==> src/rtl/bol_pkg.sv <==
package bol_pkg;
    parameter int ADDR_W    = 16;
    parameter int DATA_W    = 8;
    parameter int NUM_PORTS = 3;
    parameter int SEL_W     = 2;
    parameter int REGION_W  = 3;
    parameter int SYNC_LEN  = 2;

    localparam int BUS_W = 2 + REGION_W + SEL_W + DATA_W;

    typedef logic [DATA_W-1:0] byte_t;
    typedef logic [SEL_W-1:0]  sel_t;
    typedef logic [REGION_W-1:0] region_t;

    typedef struct packed {
        logic  phi_prev;
        logic  qual;
        sel_t  sel;
        byte_t data;
    } cap_state_t;
endpackage

==> src/rtl/bol_sync.sv <==
module bol_sync #(
    parameter int W      = 8,
    parameter int STAGES = 2
) (
    input  logic         clk,
    input  logic         rst,
    input  logic [W-1:0] din,
    output logic [W-1:0] dout
);
    logic [W-1:0] stage_d [STAGES];
    logic [W-1:0] stage_q [STAGES];

    always_comb begin
        stage_d[0] = din;
        for (int i = 1; i < STAGES; i++) begin
            stage_d[i] = stage_q[i-1];
        end
    end

    always_ff @(posedge clk) begin
        for (int i = 0; i < STAGES; i++) begin
            if (rst) stage_q[i] <= '0;
            else     stage_q[i] <= stage_d[i];
        end
    end

    assign dout = stage_q[STAGES-1];
endmodule

==> src/rtl/bol_capture.sv <==
module bol_capture
    import bol_pkg::*;
#(
    parameter region_t REGION = 3'd5
) (
    input  logic    clk,
    input  logic    rst,
    input  logic    phi_s,
    input  logic    rw_s,
    input  region_t region_s,
    input  sel_t    sel_s,
    input  byte_t   data_s,
    output logic    commit,
    output sel_t    commit_sel,
    output byte_t   commit_data
);
    cap_state_t cap_d, cap_q;

    always_comb begin
        cap_d          = cap_q;
        cap_d.phi_prev = phi_s;
        if (phi_s) begin
            cap_d.qual = !rw_s && (region_s == REGION) &&
                         (int'(sel_s) < NUM_PORTS);
            cap_d.sel  = sel_s;
            cap_d.data = data_s;
        end
    end

    always_ff @(posedge clk) begin
        if (rst) cap_q <= '0;
        else     cap_q <= cap_d;
    end

    assign commit      = cap_q.phi_prev && !phi_s && cap_q.qual;
    assign commit_sel  = cap_q.sel;
    assign commit_data = cap_q.data;

    assert_write_only_R3: assert property (@(posedge clk) disable iff (rst)
        commit |-> !$past(rw_s));
    assert_fall_commit_R4: assert property (@(posedge clk) disable iff (rst)
        commit |-> ($past(phi_s) && !phi_s));
    assert_region_R1: assert property (@(posedge clk) disable iff (rst)
        commit |-> ($past(region_s) == REGION));
    assert_sub_ignored_R7: assert property (@(posedge clk) disable iff (rst)
        commit |-> (int'(commit_sel) < NUM_PORTS));
endmodule

==> src/rtl/bol_ports.sv <==
module bol_ports
    import bol_pkg::*;
(
    input  logic                        clk,
    input  logic                        rst,
    input  logic                        commit,
    input  sel_t                        commit_sel,
    input  byte_t                       commit_data,
    output logic [NUM_PORTS*DATA_W-1:0] port_flat,
    output logic [NUM_PORTS-1:0]        upd
);
    typedef struct packed {
        logic [NUM_PORTS-1:0]            upd;
        logic [NUM_PORTS-1:0][DATA_W-1:0] regs;
    } bank_t;

    bank_t bank_d, bank_q;

    always_comb begin
        bank_d     = bank_q;
        bank_d.upd = '0;
        for (int i = 0; i < NUM_PORTS; i++) begin
            if (commit && (int'(commit_sel) == i)) begin
                bank_d.regs[i] = commit_data;
                bank_d.upd[i]  = 1'b1;
            end
        end
    end

    always_ff @(posedge clk) begin
        if (rst) bank_q <= '0;
        else     bank_q <= bank_d;
    end

    generate
        for (genvar g = 0; g < NUM_PORTS; g++) begin : g_port
            assign port_flat[g*DATA_W +: DATA_W] = bank_q.regs[g];

            assert_hold_R9: assert property (@(posedge clk) disable iff (rst)
                !bank_q.upd[g] |-> (bank_q.regs[g] == $past(bank_q.regs[g])));
            assert_data_R5: assert property (@(posedge clk) disable iff (rst)
                bank_q.upd[g] |-> (bank_q.regs[g] == $past(commit_data)));
        end
    endgenerate

    assign upd = bank_q.upd;

    assert_one_port_R2: assert property (@(posedge clk) disable iff (rst)
        $onehot0(upd));
    assert_reset_R8: assert property (@(posedge clk)
        rst |=> (port_flat == '0 && upd == '0));
endmodule

==> src/rtl/bus_out_latch.sv <==
module bus_out_latch
    import bol_pkg::*;
#(
    parameter region_t REGION = 3'd5
) (
    input  logic                        clk,
    input  logic                        rst,
    input  logic                        phi2_i,
    input  logic                        rw_n_i,
    input  logic [ADDR_W-1:0]           addr_i,
    input  logic [DATA_W-1:0]           data_i,
    output logic [NUM_PORTS*DATA_W-1:0] port_o,
    output logic [NUM_PORTS-1:0]        upd_o
);
    logic [BUS_W-1:0] bus_raw, bus_s;
    logic             phi_s, rw_s;
    region_t          region_s;
    sel_t             sel_s;
    byte_t            data_s;
    logic             commit;
    sel_t             commit_sel;
    byte_t            commit_data;
    logic             unused_addr_mid;

    assign unused_addr_mid = ^addr_i[ADDR_W-REGION_W-1:SEL_W];

    assign bus_raw = {phi2_i, rw_n_i, addr_i[ADDR_W-1 -: REGION_W],
                      addr_i[SEL_W-1:0], data_i};

    bol_sync #(.W(BUS_W), .STAGES(SYNC_LEN)) u_sync (
        .clk  (clk),
        .rst  (rst),
        .din  (bus_raw),
        .dout (bus_s)
    );

    assign {phi_s, rw_s, region_s, sel_s, data_s} = bus_s;

    bol_capture #(.REGION(REGION)) u_cap (
        .clk         (clk),
        .rst         (rst),
        .phi_s       (phi_s),
        .rw_s        (rw_s),
        .region_s    (region_s),
        .sel_s       (sel_s),
        .data_s      (data_s),
        .commit      (commit),
        .commit_sel  (commit_sel),
        .commit_data (commit_data)
    );

    bol_ports u_ports (
        .clk         (clk),
        .rst         (rst),
        .commit      (commit),
        .commit_sel  (commit_sel),
        .commit_data (commit_data),
        .port_flat   (port_o),
        .upd         (upd_o)
    );
endmodule

==> config.mk <==
export PLATFORM = sky130hd
export DESIGN_NAME = bus_out_latch
export DESIGN_NICKNAME = d
export VERILOG_FILES = /design/src/rtl/bol_pkg.sv /design/src/rtl/bol_sync.sv /design/src/rtl/bol_capture.sv /design/src/rtl/bol_ports.sv /design/src/rtl/bus_out_latch.sv
export SDC_FILE = /design/constraint.sdc
export NUM_CORES = 1
export LEC_CHECK = 0
export CELL_PAD_IN_SITES_DETAIL_PLACEMENT = 0
export CELL_PAD_IN_SITES_GLOBAL_PLACEMENT = 1
export CORE_MARGIN = 8
export CORE_UTILIZATION = 40
export DETAILED_ROUTE_END_ITERATION = 16
export PLACE_DENSITY_LB_ADDON = 0.08
export SYNTH_ARGS = -nofsm -noshare
export SYNTH_HDL_FRONTEND = slang
export SYNTH_SLANG_ARGS = --single-unit
==> constraint.sdc <==
create_clock -name clk -period 2.5 [get_ports clk]
set_input_delay 0.375 -clock clk [delete_from_list [all_inputs] [get_ports clk]]
set_output_delay 0.375 -clock clk [all_outputs]
set_load 0.01 [all_outputs]
==> results.cfg <==
[run_status]
status = finished clean

[routing]
wire_per_inst_um = 12.3
vias_per_cell = 4.33
ant_nets = 0
first_pass_iters = 4
num_vias = 1403
drc = 0
drt_iter0_markers = 33
wirelength_mm = 3.98

[timing]
slew_viol_final = 0
post-route-period-util = 0.639
setup_viol = 0
hold_viol_final = 0
max_freq_ghz = 0.626
tightest_slew_ps = 542
setup_tns_ps = 0
min_period_ps = 1600
relSlewSlack = 0.638
rsz0062_at_grt = false
fin_worst_skew_ps = 4.19

[placed_design]
port_buffers = 43
gp_congestion = 0.695
dp_hpwl_mm = 2.82
place_inst = 308

[clocking]
clk_latency_ps = 320
cts.clk_slew.worst_paths_ps = 70
cts_buffers = 9
clkSinkCount = 69
cts_max_level = 3
clock-root-buffer = clkbuf_8
cts_tree = built
post-cts-setup-buffers = 0
postCtsResizedCells = 0
clockBufferDepth = 2
cts_hold_buf = 0

[floorplan]
coreArea_um2 = 5540
dieArea_um2 = 8420
fp.dieW_um = 91.8
start_util = 0.414
pin_count = 55
row_count = 27
die_h_um = 91.8

[critical_path]
timing.critical_path.buf_inv = 1
critPathMaxFanout = 14
critPathKind = flip-flop to flip-flop
slowest_delay_ps = 600
cp-start-kind = flip-flop
arrival_ps = 1790
cp_slowest_cell = or3b_1
crit_family = simple AND/OR/NAND/NOR gates
cp-end-kind = flip-flop
crit_chain = buf_4, nand3b_4, or3b_1, mux2i_1
required_ps = 2690

[cells_and_area]
nNetsFinal = 275
drive_gt1_frac = 0.0913
instances_no_fill = 324
antennaDiodeCount = 0
syn_to_final_growth_pct = 29.6
seq_area_um2 = 1380
n_fill_cell = 515
multi_input_comb_area_um2 = 863

[synthesis]
synth_area_um2 = 2300
ys_top_cells_by_area = dfxtp_1, mux2i_1, nor2b_1, nand2b_1, nor2_1
synth_cell_types = 16
synth_cells = 200
synthesis.nets = 228
synth-seq-cells = 69
synth_seq_area_share = 0.602
yosysTopAreaCell = dfxtp_1
synth_top_cell_area_share = 0.602
synth_warnings = 0
avgSynthCellArea_um2 = 11.5

[pwr]
leakage_nw = 1.20
peakVddDrop_v = 0.000286
powerDensity_nw_per_um2 = 670

[global_routing]
grt_first_pass_wirelength_mm = 6.66
antenna_found_initial = 0
grt_overflow = 0
grt_usage = 0.0995
grt_pass1_vias = 1460
grt_max_degree = 38

[hold_path]
hp-class = flip-flop to flip-flop

[run]
maxCapViolCount = 0
power by group:
part	internal (W)	switching [W]
Combinational	0.0000483	0.0000284
Sequential	0.00112	0.00000648
Clock	0.000409	0.000378
Total	0.00158	0.000412
metrics by stage:
step / worst slack [ps] / utilization / hold slack [ps] / instance area [um^2] / total power (W)
after floorplan: 1270 / - / 414 / 2300 / 0.00120
after global placement: 890 / 0.505 / 421 / 2800 / 0.00123
after detailed placement: 882 / 0.505 / 428 / 2800 / 0.00123
after CTS: 876 / 0.537 / 444 / 2980 / 0.00203
after global routing: 810 / 0.537 / 459 / 2980 / 0.00208
final: 903 / 0.537 / 438 / 2980 / 0.00199
cell usage after synthesis:
cell	number
buf_6	1
nand3b_4	1
or3_1	1
clkbuf_1	7
nor3b_1	1
or3b_1	1
mux2i_1	34
nor2b_1	33
nor4bb_1	1
nand2_1	1
a31oi_1	1
nor2_1	13
buf_2	3
dfxtp_1	69
nand2b_1	32
buf_1	1
layout make-up:
| cell class | instances | share of cell area |
|---|---|---|
| Clock buffer | 12 | 0.0521 |
| Tap cell | 72 | 0.0303 |
| Sequential cell | 69 | 0.464 |
| Multi-Input combinational cell | 119 | 0.290 |
| Timing Repair Buffer | 48 | 0.156 |
| Clock inverter | 4 | 0.00757 |
per-layer routing:
layer,global-route usage,part of all wire,up-vias
met3,0.0367,0.064,6
met4,0.0685,0.015,0
li1,-,-,732
met1,0.116,0.48,625
met2,0.149,0.44,40
met5,0,0,-
cell families after synthesis:
group                  share of synthesized area
flip-flops                                 0.602
AO/OA/AOI/OAI                            0.00273
buffers and inverters                     0.0245
multiplexers                               0.148
AND/OR/NAND/NOR                            0.223
cells in the final DEF (no fill, tap or decap):
cell	count
dfxtp_1	69
nand2b_1	32
clkdlybuf4s50_1	42
clkbuf_1	1
nand2_1	1
or3_1	1
nor3b_2	1
clkinv_2	3
or3b_1	1
buf_4	5
nand3b_4	1
nor2_1	13
nor2b_1	33
clkinvlp_4	1
buf_2	1
a31oi_1	1
nor4bb_1	1
clkbuf_8	11
mux2i_1	34
sequential cells by signal, summed over array words and instances (netlist names):
register	flops
u_ports.upd	3
u_cap.commit_sel	2
u_ports.port_flat	24
u_cap.commit_data	8
u_cap.cap_q	2
u_sync.stage_q	30
final timing paths:
path	start	end	slack [ps]	depth (start not counted)
min	u_sync.stage_q[0][12]	u_sync.stage_q[1][12]	440	1
max	u_sync.stage_q[1][14]	u_ports.port_flat[12]	900	4
min reg2reg	u_sync.stage_q[0][12]	u_sync.stage_q[1][12]	440	1
max reg2reg	u_sync.stage_q[1][14]	u_ports.port_flat[12]	900	4
Power figures use the tool's default switching activity.
